## config.mk

```make
export PLATFORM = sky130hd
export DESIGN_NAME = fifo_trig_irq
export DESIGN_NICKNAME = d
export VERILOG_FILES = /design/src/rtl/fifo_trig_pkg.sv /design/src/rtl/trig_fifo.sv /design/src/rtl/trig_ctrl_regs.sv /design/src/rtl/tx_thresh_tracker.sv /design/src/rtl/fifo_trig_irq.sv
export SDC_FILE = /design/constraint.sdc
export NUM_CORES = 1
export LEC_CHECK = 0
export ABC_AREA = 1
export ABC_CLOCK_PERIOD_IN_PS = 2150
export BUFFER_PORTS_ARGS = -buffer_cell sky130_fd_sc_hd__buf_2
export CAP_MARGIN = 20
export CORE_AREA = 10 10 276 278
export CTS_CLUSTER_DIAMETER = 150
export DETAILED_ROUTE_END_ITERATION = 10
export DIE_AREA = 0 0 286 288
export PLACE_DENSITY_LB_ADDON = 0.1
export SYNTH_ARGS = -nofsm -noshare
export SYNTH_HDL_FRONTEND = slang
export SYNTH_SLANG_ARGS = --single-unit
```

## constraint.sdc

```tcl
create_clock -name clk -period 2.15 [get_ports clk]
set_input_delay 0.215 -clock clk [delete_from_list [all_inputs] [get_ports clk]]
set_output_delay 0.215 -clock clk [all_outputs]
set_load 0.005 [all_outputs]
```

## src/rtl/fifo_trig_pkg.sv

```systemverilog
// Package: shared widths and threshold decode for the FIFO threshold controller.
// Assumes a fixed queue depth of 32; the level tables are defined for that depth.
package fifo_trig_pkg;
    localparam int DATA_W     = 8;
    localparam int FIFO_DEPTH = 32;
    localparam int CNT_W      = $clog2(FIFO_DEPTH + 1);

    typedef logic [1:0]       trig_sel_t;
    typedef logic [CNT_W-1:0] level_t;

    // Receive threshold: uniform-ish steps toward the top of the queue.
    function automatic level_t rx_level(input trig_sel_t sel);
        case (sel)
            2'b00:   rx_level = level_t'(8);
            2'b01:   rx_level = level_t'(16);
            2'b10:   rx_level = level_t'(24);
            default: rx_level = level_t'(28);
        endcase
    endfunction

    // Transmit threshold: the reset code is the middle of the queue, not the lowest.
    function automatic level_t tx_level(input trig_sel_t sel);
        case (sel)
            2'b00:   tx_level = level_t'(16);
            2'b01:   tx_level = level_t'(8);
            2'b10:   tx_level = level_t'(24);
            default: tx_level = level_t'(30);
        endcase
    endfunction
endpackage

```

## src/rtl/trig_fifo.sv

```systemverilog
// Module: trig_fifo
// Synchronous single-clock queue with registered read data and an occupancy count.
// Assumes DEPTH is a power of two so the pointers wrap naturally.
// A pop on empty is ignored and holds the read data; a push on full without a pop
// is dropped and raises a one-cycle overflow pulse.
module trig_fifo #(
    parameter int WIDTH = 8,
    parameter int DEPTH = 32
) (
    input  logic                         clk,
    input  logic                         rst_n,
    input  logic                         push,
    input  logic [WIDTH-1:0]             push_data,
    input  logic                         pop,
    output logic [WIDTH-1:0]             pop_data,
    output logic [$clog2(DEPTH+1)-1:0]   count,
    output logic                         overflow
);
    localparam int AW = $clog2(DEPTH);
    localparam int CW = $clog2(DEPTH + 1);
    localparam logic [CW-1:0] FULL_CNT = CW'(DEPTH);

    logic [WIDTH-1:0] mem [DEPTH];
    logic [AW-1:0]    wr_ptr, rd_ptr;
    logic             full, empty, do_push, do_pop;

    // Accept decisions: a pop frees a slot for a same-cycle push.
    always_comb begin
        full    = (count == FULL_CNT);
        empty   = (count == '0);
        do_pop  = pop && !empty;
        do_push = push && (!full || do_pop);
    end

    // Storage write; no reset needed for the data array.
    always_ff @(posedge clk) begin
        if (do_push) mem[wr_ptr] <= push_data;
    end

    // Pointers, occupancy, read data and overflow pulse.
    always_ff @(posedge clk) begin
        if (!rst_n) begin
            wr_ptr   <= '0;
            rd_ptr   <= '0;
            count    <= '0;
            pop_data <= '0;
            overflow <= 1'b0;
        end else begin
            overflow <= push && !do_push;
            if (do_push) wr_ptr <= wr_ptr + 1'b1;
            if (do_pop) begin
                rd_ptr   <= rd_ptr + 1'b1;
                pop_data <= mem[rd_ptr];
            end
            case ({do_push, do_pop})
                2'b10:   count <= count + 1'b1;
                2'b01:   count <= count - 1'b1;
                default: count <= count;
            endcase
        end
    end

    assert_count_bound_R1: assert property (@(posedge clk) disable iff (!rst_n)
        count <= FULL_CNT);
    assert_drop_full_R7: assert property (@(posedge clk) disable iff (!rst_n)
        (push && !pop && full) |=> (overflow && $stable(count)));
    assert_empty_pop_R8: assert property (@(posedge clk) disable iff (!rst_n)
        (pop && !push && empty) |=> ($stable(pop_data) && count == '0));
    assert_push_pop_R9: assert property (@(posedge clk) disable iff (!rst_n)
        (push && pop && !empty) |=> ($stable(count) && !overflow));
endmodule

```

## src/rtl/trig_ctrl_regs.sv

```systemverilog
// Module: trig_ctrl_regs
// Holds the two threshold selections and the enhanced-feature enable, and decodes
// the selections into levels. The transmit selection is write-protected while the
// enable is clear. Assumes configuration writes are single-cycle strobes.
module trig_ctrl_regs
    import fifo_trig_pkg::*;
(
    input  logic      clk,
    input  logic      rst_n,
    input  logic      cfg_we,
    input  trig_sel_t cfg_rx_sel,
    input  trig_sel_t cfg_tx_sel,
    input  logic      feat_we,
    input  logic      feat_en,
    output level_t    rx_lvl,
    output level_t    tx_lvl
);
    trig_sel_t rx_sel_q, tx_sel_q;
    logic      enh_q;

    // Enhanced-feature enable register.
    always_ff @(posedge clk) begin
        if (!rst_n)       enh_q <= 1'b0;
        else if (feat_we) enh_q <= feat_en;
    end

    // Threshold selections; transmit field honours the enable.
    always_ff @(posedge clk) begin
        if (!rst_n) begin
            rx_sel_q <= '0;
            tx_sel_q <= '0;
        end else if (cfg_we) begin
            rx_sel_q <= cfg_rx_sel;
            if (enh_q) tx_sel_q <= cfg_tx_sel;
        end
    end

    // Level decode from the fixed tables.
    always_comb begin
        rx_lvl = rx_level(rx_sel_q);
        tx_lvl = tx_level(tx_sel_q);
    end

    assert_tx_sel_locked_R4: assert property (@(posedge clk) disable iff (!rst_n)
        !enh_q |=> $stable(tx_sel_q));
    assert_rx_sel_load_R2: assert property (@(posedge clk) disable iff (!rst_n)
        cfg_we |=> (rx_sel_q == $past(cfg_rx_sel)));
endmodule

```

## src/rtl/tx_thresh_tracker.sv

```systemverilog
// Module: tx_thresh_tracker
// Produces the transmit threshold interrupt with its refill history. A flag notes
// that the queue rose above the level; with the flag set the interrupt fires below
// the level, otherwise only on empty. A host push with the count not above the
// level clears the flag (interrupt taken). Assumes the count moves by at most one.
module tx_thresh_tracker
    import fifo_trig_pkg::*;
(
    input  logic   clk,
    input  logic   rst_n,
    input  logic   en,
    input  logic   host_push,
    input  level_t count,
    input  level_t level,
    output logic   irq
);
    logic armed_q;

    // Refill-history flag: set above the level, cleared when the host reloads.
    always_ff @(posedge clk) begin
        if (!rst_n)              armed_q <= 1'b0;
        else if (count > level)  armed_q <= 1'b1;
        else if (host_push)      armed_q <= 1'b0;
    end

    // Interrupt condition chosen by the history flag.
    always_comb begin
        irq = en && (armed_q ? (count < level) : (count == '0));
    end

    assert_empty_irq_R6: assert property (@(posedge clk) disable iff (!rst_n)
        (en && count == '0) |-> irq);
    assert_arm_set_R6: assert property (@(posedge clk) disable iff (!rst_n)
        (count > level) |=> armed_q);
endmodule

```

## src/rtl/fifo_trig_irq.sv

```systemverilog
// Module: fifo_trig_irq (top)
// Transmit and receive character queues of one serial channel with threshold
// interrupts. Host pushes transmit / pops receive; line side pops transmit /
// pushes receive. Assumes a single clock and a synchronous active-low reset.
module fifo_trig_irq
    import fifo_trig_pkg::*;
(
    input  logic              clk,
    input  logic              rst_n,
    input  logic              cfg_we,
    input  logic [1:0]        cfg_rx_sel,
    input  logic [1:0]        cfg_tx_sel,
    input  logic              feat_we,
    input  logic              feat_en,
    input  logic              host_tx_push,
    input  logic [DATA_W-1:0] host_tx_data,
    input  logic              host_rx_pop,
    output logic [DATA_W-1:0] host_rx_data,
    input  logic              line_tx_pop,
    output logic [DATA_W-1:0] line_tx_data,
    input  logic              line_rx_push,
    input  logic [DATA_W-1:0] line_rx_data,
    output logic [CNT_W-1:0]  tx_count,
    output logic [CNT_W-1:0]  rx_count,
    output logic              tx_overflow,
    output logic              rx_overflow,
    output logic              tx_irq,
    output logic              rx_irq
);
    level_t rx_lvl, tx_lvl;
    logic   live_q;

    // Interrupts stay quiet through reset; live from the first cycle after.
    always_ff @(posedge clk) begin
        if (!rst_n) live_q <= 1'b0;
        else        live_q <= 1'b1;
    end

    trig_ctrl_regs u_regs (
        .clk        (clk),
        .rst_n      (rst_n),
        .cfg_we     (cfg_we),
        .cfg_rx_sel (cfg_rx_sel),
        .cfg_tx_sel (cfg_tx_sel),
        .feat_we    (feat_we),
        .feat_en    (feat_en),
        .rx_lvl     (rx_lvl),
        .tx_lvl     (tx_lvl)
    );

    trig_fifo #(.WIDTH(DATA_W), .DEPTH(FIFO_DEPTH)) u_tx_fifo (
        .clk       (clk),
        .rst_n     (rst_n),
        .push      (host_tx_push),
        .push_data (host_tx_data),
        .pop       (line_tx_pop),
        .pop_data  (line_tx_data),
        .count     (tx_count),
        .overflow  (tx_overflow)
    );

    trig_fifo #(.WIDTH(DATA_W), .DEPTH(FIFO_DEPTH)) u_rx_fifo (
        .clk       (clk),
        .rst_n     (rst_n),
        .push      (line_rx_push),
        .push_data (line_rx_data),
        .pop       (host_rx_pop),
        .pop_data  (host_rx_data),
        .count     (rx_count),
        .overflow  (rx_overflow)
    );

    tx_thresh_tracker u_tx_trk (
        .clk       (clk),
        .rst_n     (rst_n),
        .en        (live_q),
        .host_push (host_tx_push),
        .count     (tx_count),
        .level     (tx_lvl),
        .irq       (tx_irq)
    );

    // Receive interrupt: level-sensitive on occupancy.
    always_comb begin
        rx_irq = live_q && (rx_count >= rx_lvl);
    end

    assert_rx_irq_cause_R2: assert property (@(posedge clk) disable iff (!rst_n)
        $rose(rx_irq) |-> ($past(line_rx_push) || $past(cfg_we)));
    assert_tx_irq_below_R5: assert property (@(posedge clk) disable iff (!rst_n)
        tx_irq |-> (tx_count < tx_lvl || tx_count == '0));
endmodule

```

# --- Yosys cells after proc, flatten, opt, wreduce, memory -nomap -nowiden ---
# Memory sizes are Yosys's and may differ from the RTL's. A register that Yosys moved wholly into a read port is not among the register bits.
# Index checks and enable logic that the tools add are counted.
# W data, S select, Z words.
op_classes:
  addsub: 8
  magnitude_cmp: 3
  n_eq_ne: 10
  n_mux: 12
  reduce_logical: 26
op_table:
  columns: ["op", "count"]
  rows:
  - ["$pmux W5 S3", 2]
  - ["$pmux W6 S2", 2]
  - ["$add A5 B1 Y5 const B", 4]
  - ["$add A6 B1 Y6 const B", 2]
  - ["$eq A6 B6 Y1 const B", 2]
  - ["$logic_not A6 Y1", 2]
  - ["$sub A6 B1 Y6 const B", 2]
  - ["$eq A2 B1 Y1 const B", 4]
  - ["$eq A2 B2 Y1 const B", 4]
  - ["$logic_and A1 B1 Y1", 8]
  - ["$logic_not A1 Y1", 8]
  - ["$mux W1", 8]
  - ["$ge A6 B6 Y1", 1]
  - ["$gt A6 B5 Y1", 1]
  - ["$lt A6 B5 Y1", 1]
  - ["$reduce_bool A2 Y1", 3]
  - ["$logic_not A2 Y1", 2]
  - ["$logic_or A1 B1 Y1", 2]
  - ["$reduce_and A2 Y1", 1]
totals:
  ff_bits: 41
  ram_bits: 512
  in_bits: 29
  output_inout_bits: 32
  wordCells: 74
  mem_count: 2
mem_list:
  columns: ["name", "words", "word_bits", "rd", "rd_ports_with_merged_regs", "wr", "line", "rtl"]
  rows:
  - ["u_rx_fifo.mem", 32, 8, 1, 1, 1, "trig_fifo.sv:23", "logic [WIDTH-1:0] mem [DEPTH];"]
  - ["u_tx_fifo.mem", 32, 8, 1, 1, 1, "trig_fifo.sv:23", null]

# --- Logic depth before layout (Yosys ltp) ---
# Gate-level depths: netlist of the first run.
logic_depth:
  depth_word: 7
  mapped_depth: 14
  depth_no_buf: 14

# --- Modules after synthesis ---
# A second synthesis of the first run with hierarchy kept.
hier_totals:
  cells_unflattened: 2466
  hier_area_um2: 24806.3
modules_own_cells:
  columns: ["module", "n_inst", "cells_per_inst", "area_each_um2", "seq_area_each_um2"]
  rows:
  - ["trig_fifo at u_tx_fifo", 1, 1177, 12056.6, 8187.9]
  - ["trig_fifo at u_rx_fifo", 1, 1174, 12037.8, 8187.9]
  - ["trig_ctrl_regs", 1, 43, 274.0, 100.1]
  - ["tx_thresh_tracker", 1, 40, 239.0, 20.0]
  - ["fifo_trig_irq", 1, 32, 198.9, 20.0]

# --- Least setup slack after synthesis of the first run ---
# No wires, ideal clock.
synth_path:
  kind: "register -> register"
  startpoint: "register u_rx_fifo.count[0]"
  endpoint: "register u_rx_fifo.count[4]"
  setup_time_ps: 122
  t_arrival_ps: 1750
  required_time_ps: 2028
  path_slack_ps: 278
  path_stages_with_launch: 10
  n_path_buf: 0
  period_less_slack_ps: 1872
  path_cell_list: "dfxtp_1 -> nor2_1 -> nand4_1 -> nand2_1 -> nor2_2 -> inv_1 -> fa_1 -> o21ai_0 -> xnor2_1 -> a21oi_1"
synth_via:
  elab_chain_cells: 7
  elab_cells_between_ends: 13
  cone_classes: "2 x add/sub; 3 x eq/ne; 1 x mux; 7 x reduce/logical"
synth_rtl:
  columns: ["item", "line", "rtl"]
  rows:
  - ["start, declared", "trig_fifo.sv:16", "output logic [$clog2(DEPTH+1)-1:0] count,"]
  - ["start signal, assigned", "trig_fifo.sv:56", "2'b10: count <= count + 1'b1;"]
  - ["start signal, assigned", "trig_fifo.sv:57", "2'b01: count <= count - 1'b1;"]
  - ["start signal, assigned", "trig_fifo.sv:58", "default: count <= count;"]
  - ["$logic_not A6 Y1", "trig_fifo.sv:30", "empty = (count == '0);"]
  - ["$logic_not A1 Y1", "trig_fifo.sv:31", "do_pop = pop && !empty;"]
  - ["$logic_and A1 B1 Y1", "trig_fifo.sv:31", null]
  - ["$logic_or A1 B1 Y1", "trig_fifo.sv:32", "do_push = push && (!full || do_pop);"]
  - ["$logic_and A1 B1 Y1", "trig_fifo.sv:32", null]
  - ["$eq A2 B1 Y1 / $eq A2 B2 Y1 (equally long branches)", "trig_fifo.sv:55", "case ({do_push, do_pop})"]
  - ["$pmux W6 S2 / $reduce_bool A2 Y1 (equally long branches)", null, null]
# Several ways; a longest one is shown, not always the timed one.
# A chain may end at the register's enable or synchronous reset.

# --- Final worst setup path of the first run ---
layout_path:
  startpoint: "register u_regs.rx_sel_q[1]"
  endpoint: "output rx_irq"
layout_via:
  elab_chain_cells: 4
  elab_cells_between_ends: 6
  cone_classes: "1 x order compare; 2 x eq/ne; 1 x mux; 2 x reduce/logical"
layout_rtl:
  columns: ["item", "line", "rtl"]
  rows:
  - ["start, declared", "trig_ctrl_regs.sv:18", "trig_sel_t rx_sel_q, tx_sel_q;"]
  - ["start signal, assigned", "trig_ctrl_regs.sv:33", "rx_sel_q <= cfg_rx_sel;"]
  - ["$eq A2 B2 Y1, or another cell as far along", "fifo_trig_pkg.sv:13", "case (sel)"]
  - ["$pmux W5 S3 *", "fifo_trig_pkg.sv:13", null]
  - ["$ge A6 B6 Y1 *", "fifo_trig_irq.sv:85", "rx_irq = live_q && (rx_count >= rx_lvl);"]
  - ["$logic_and A1 B1 Y1 *", "fifo_trig_irq.sv:85", null]
  - ["end, declared", "fifo_trig_irq.sv:28", "output logic rx_irq"]
# Every way passes the cells marked *; elsewhere a longest branch is shown, timed or not.

==> results.yml, run 1 <==
synth:
  netlist_top_cells_count: "nand2_1, edfxtp_1, nand3_1"
  synth-edff-count: 512
  synth_area_leaders: "edfxtp_1, nand2_1, nand3_1, dfxtp_1, inv_1"
  yosysUniqueCellTypes: 30
  synth_area_mm2: 0.0245
  synth_top_area_frac: 0.627
  ys_seq_area_frac: 0.674
  synth-main-ff-cell: "edfxtp_1"
  syn_nets: 2463
  yosysTopAreaCell: "edfxtp_1"
  synth_most_common_cell: "nand2_1"
  syn_inst: 2407
  async_reset_ff_frac: 0
  synth_seq_cells: 569
  avgSynthCellArea_um2: 10.2
  ys_warn_count: 0
floorplan:
  start_util: 0.346
  num_rows: 98
  ios: 61
  die-height_um: 288
  die_x_um: 286
  die_area_mm2: 0.0824
  core-area_mm2: 0.0709
global_route:
  grt_max_degree: 74
  track_usage: 0.163
  first_global_vias: 17000
  grt_first_pass_wirelength_mm: 104
  antenna_found_initial: 0
  overflow: 0
timing:
  finalSetupViolations: 0
  hold_violations: 0
  slew_viol_final: 0
  slew_headroom: 0.451
  clock.fmax_mhz: 469
  clock-skew-final_ns: 0.0246
  fin_crit_sh: 0.992
  fin_ws_ns: 0.0179
  rsz0062_at_grt: "yes"
  worstMarginPinSlew_ns: 0.824
  post-route-min-period_ns: 2.13
  hold_slack_ns: 0.0733
setup_path:
  worstSetupStartpointType: "register"
  worstSetupPathType: "reg -> out"
  crit_chain: "nand2_1 > inv_2 > ha_4 > nand2_2 > nand2_2 > a21oi_2 > nor2_1 > o31ai_1 > inv_1 > buf_2"
  arrival_ns: 1.92
  cp_common_cell: "nand2_2"
  cp_slowest_cell: "dfxtp_2"
  cp-end-kind: "output pin"
  r2r_start: "u_rx_fifo.count[2]"
  crit_start: "u_regs.rx_sel_q[1]"
  cp_max_fo: 4
  cp_data_required_time_ns: 1.93
  slowest_delay_ns: 0.35
cts:
  cts_root_buf: "clkbuf_16"
  cts.path.max_buffers: 3
  insertion_delay_ns: 0.60
  clk_pin_slew_ns: 0.06
  tritoncts: "yes"
  h-tree-depth: 3
  cts_buffers: 66
  cts.sinks: 569
layout:
  fin_nets: 2635
  area_delta_synth_final_pct: 18.5
  finalNonFillerCells: 3579
  final_cell_area_mm2: 0.0291
  n_antenna_cell: 0
  drive_above_1_share: 0.129
  fillers: 7056
place:
  post-place-ws_ns: 0.112
  gp_congestion: 0.846
  place_inst: 3442
  dp_hpwl_mm: 42.7
  placed_area_mm2: 0.0266
  port_buffers: 60
drt:
  drtAntennaViolNets: 0
  dr.pass1.iters: 7
  vias_per_cell: 4.72
  postRouteWirelength_mm: 67.6
  detail_route.iter0.violations: 1233
  drc: 0
  vias: 16900
  post_drt_wl_per_cell_um: 18.9
pwr:
  finalPower_mw: 28.8
  leakagePower_nw: 11.7
  p_per_area_mw_per_mm2: 993
  vdd_drop_max_mv: 0.553
run:
  max_cap_violations: 0
run_status:
  status: "complete, no violations"
worst_hold_path:
  hold_class: "in -> reg"
  holdCritStartpoint: "line_rx_data[6]"
power by group:
group	switching (mW)	leakage, nW	total (mW)	internal [mW]
combinational	3.73	5.55	5.55	1.83
clock	4.53	1.03	10.8	6.26
sequential	0.183	5.08	12.5	12.3
stage by stage:
stage | setup TNS [ns] | util
global placement | 0 | 0.376
CTS | -0.0534 | 0.408
floorplan | 0 | -
global route | -0.210 | 0.410
detailed placement | 0 | 0.376
finish | 0 | 0.410
logic make-up (layout without fill, tap and decap cells):
family,Yosys count,in the layout,share of synthesized area
buffers and inverters,376,598,0.0637
adder cells (fa/ha/maj),27,27,0.0144
flip-flops,569,569,0.674
XOR/XNOR,6,6,0.00214
AO/OA/AOI/OAI,143,143,0.0298
AND/OR/NAND/NOR,1286,1286,0.216
placed cells by master, fill, tap and decap left out, types with 11 or more instances in the layout:
cell type and n:
nand2_1 746, edfxtp_1 512, nand3_1 328, inv_1 254, nor2_1 180, buf_4 122
a21oi_1 81, clkbuf_16 68, buf_2 60, o21ai_0 49, dfxtp_1 48, clkinv_2 18
ha_1 18, clkinv_1 16, dlygate4sd3_1 16, buf_12 13, clkbuf_1 11
final timing paths:
check	end	cells after the start	slack (ns)
worst min register to register	u_rx_fifo.pop_data[2]	2	0.48
worst max register to register	u_rx_fifo.count[4]	10	0.17
worst max-delay path	rx_irq	10	0.02
worst min-delay path	u_rx_fifo.mem[18][6]	1	0.07
routing by layer:
metal / global-route usage / routed length, um / share of wire
met2: 0.266 / 31700 / 0.47
met3: 0.0257 / 2880 / 0.043
met1: 0.225 / 32000 / 0.47
met5: 0 / 0 / 0
met4: 0.0374 / 1070 / 0.016
sequential cells by signal, indices dropped and copies added, names as in the netlist, 2 cells and up:
signal / flops
u_regs.rx_sel_q: 2
u_regs.tx_sel_q: 2
u_rx_fifo.count: 6
u_rx_fifo.mem: 256
u_rx_fifo.pop_data: 8
u_rx_fifo.rd_ptr: 5
u_rx_fifo.wr_ptr: 5
u_tx_fifo.count: 6
u_tx_fifo.mem: 256
u_tx_fifo.pop_data: 8
u_tx_fifo.rd_ptr: 5
u_tx_fifo.wr_ptr: 5
cell type report:
| class | count | area, um2 | area share |
|---|---|---|---|
| clock inverters | 37 | 298 | 0.0102 |
| clock buffers | 81 | 1770 | 0.0609 |
| flip-flops and latches | 569 | 16500 | 0.569 |
| repair buffers | 214 | 1670 | 0.0575 |
| multi-input cells | 1462 | 6590 | 0.227 |
| inverters | 266 | 1000 | 0.0345 |
| well taps | 950 | 1190 | 0.0409 |
critical path, delay by kind of cell (launching register included):
kind / cells / cell delay (ns)
buf+inv: 3 / 0.25
fa+ha+maj: 1 / 0.19
simple gates: 4 / 0.23
compound gates: 2 / 0.32
flops: 1 / 0.35
timing repair:
item | in CTS | in global routing
pin swaps | 4 | 8
hold buffers | 16 | 0
setup buffers | 1 | 2
resized for setup | 12 | 30
endpoints found under the setup margin | 2 | 13
endpoints found under the hold margin | 18 | 0
No activity file was read; power rests on OpenSTA's default activity.
==> inputs of run 2 (changes only) <==
Settings changed: ABC_CLOCK_PERIOD_IN_PS 2150 to 2500, BUFFER_PORTS_ARGS -buffer_cell sky130_fd_sc_hd__buf_2 to -buffer_cell sky130_fd_sc_hd__buf_4, CTS_BUF_LIST set to sky130_fd_sc_hd__clkbuf_16.
Clock period 2.15 ns to 2.5 ns, I/O delays scaled along.
==> results.yml, run 2 (synthesis results as in run 1) <==
run_status:
  status: "complete, no violations"
run:
  max_cap_violations: 0
timing:
  setup_tns_ns: 0
  rsz0062_at_grt: "no"
  clock-skew-final_ns: 0.0212
  worstMarginPinSlew_ns: 0.722
  slew_viol_final: 0
  slew_headroom: 0.518
  post-route-min-period_ns: 2.29
  hold_slack_ns: 0.0332
  clock.fmax_mhz: 436
  fin_crit_sh: 0.918
  finalSetupViolations: 0
  hold_violations: 0
cts:
  cts.path.max_buffers: 3
  clk_pin_slew_ns: 0.06
  cts_buffers: 66
  insertion_delay_ns: 0.61
  cts_resized: 0
  cts_root_buf: "clkbuf_16"
  cts.sinks: 569
  tritoncts: "yes"
  h-tree-depth: 3
place:
  dp_hpwl_mm: 41.9
  port_buffers: 60
  gp_congestion: 0.815
  place_inst: 3383
  placed_area_mm2: 0.0262
pwr:
  p_per_area_mw_per_mm2: 856
  vdd_drop_max_mv: 0.531
  leakagePower_nw: 11.3
setup_path:
  timing.rr.end: "u_tx_fifo.mem[24][0]"
  cp_max_fo: 5
  worstSetupPathType: "reg -> out"
  r2r_slack_ns: 0.22
  r2r_start: "u_tx_fifo.count[1]"
  cp_data_required_time_ns: 2.25
  cp-end-kind: "output pin"
  cp-endpoint: "rx_irq"
  arrival_ns: 2.04
  rr_worst_depth: 9
  crit_start: "u_rx_fifo.count[2]"
  worstSetupStartpointType: "register"
drt:
  vias: 16800
  detail_route.iter0.violations: 1270
  post_drt_wl_per_cell_um: 18.9
  dr.pass1.iters: 5
  drtAntennaViolNets: 0
  drc: 0
  vias_per_cell: 4.78
  postRouteWirelength_mm: 66.6
layout:
  area_delta_synth_final_pct: 15.8
  fin_nets: 2569
  reg_top3: "u_rx_fifo.mem: 256 flops, u_tx_fifo.mem: 256 flops"
  layout_commonest_cell: "nand2_1"
  final_cell_mix: "nand2_1, edfxtp_1, nand3_1, inv_1, nor2_1"
  finalNonFillerCells: 3514
  n_antenna_cell: 0
  drive_above_1_share: 0.0920
  final_cell_area_mm2: 0.0284
  fillers: 7029
global_route:
  overflow: 0
  grt_max_degree: 89
  track_usage: 0.161
  antenna_found_initial: 0
  grt_first_pass_wirelength_mm: 101
  first_global_vias: 16600
floorplan:
  die_x_um: 286
  num_rows: 98
  start_util: 0.346
  ios: 61
  core-area_mm2: 0.0709
  die-height_um: 288
  die_area_mm2: 0.0824
worst_hold_path:
  hold_class: "in -> reg"
[run 2: cell count changes in the layout (fill, tap and decap cells not counted), sizes merged]
cell         change
bufinv           -1
clkinvlp         +3
buf             -62
clkbuf          -15
inv             +13
clkinv           +1
dlygate4sd3      -4
[run 2: routing by layer]
metal  share of wire  routed length [um]  vias up  GRT usage
li1                -                   -     8191          -
met1            0.46               30500     8150      0.220
met5               0                   0        -          0
met2            0.48               31700      380      0.262
met4           0.019                1250        0     0.0422
met3           0.047                3120       88     0.0259
[run 2: worst min-delay path by stage]
stage                       start           end  slack (ns)  cells after the start
after floorplan             rst_n        live_q        0.28                      0
after global placement    feat_we  u_regs.enh_q        0.45                      2
after detailed placement  feat_we  u_regs.enh_q        0.45                      2
after CTS                   rst_n        live_q       0.008                      1
after global routing        rst_n        live_q        0.02                      1
final                       rst_n        live_q        0.03                      1
[run 2: stage by stage]
stage / power (mW) / setup slack, ns / util
after global placement: 15.5 / 0.243 / 0.370
after floorplan: 13.8 / 0.628 / -
after global routing: 25.6 / 0.0162 / 0.400
after detailed placement: 15.5 / 0.180 / 0.370
after CTS: 24.6 / 0.146 / 0.400
final: 24.3 / 0.205 / 0.400
[run 2: power by group]
part	leakage [nW]	internal, mW	switching [mW]
Sequential	5.08	10.6	0.189
Combinational	5.21	1.40	3.12
Clock	1.03	5.06	3.92
[run 2: timing repair]
action                    4_1_cts  5_1_grt
hold buffers                   12        0
setup buffers                   0        0
hold endpoints to repair        8        0
[run 2: layout make-up]
class                   count  area (um2)  area share
repair buffers            148        1220      0.0429
flip-flops and latches    569       16500       0.582
multi-input cells        1462        6430       0.227
clock buffers              66        1650      0.0582
clock inverters            53         362      0.0127
inverters                 266        1000      0.0353
well taps                 950        1190      0.0419
[run 2: worst max-delay path, stage by stage, from the launching register on]
cell,delay [ns]
dfxtp_1,0.40
inv_1,0.07
ha_1,0.29
nand2_1,0.07
nand2_1,0.04
a21oi_1,0.12
nor2_1,0.05
o31ai_1,0.21
inv_1,0.06
buf_4,0.13
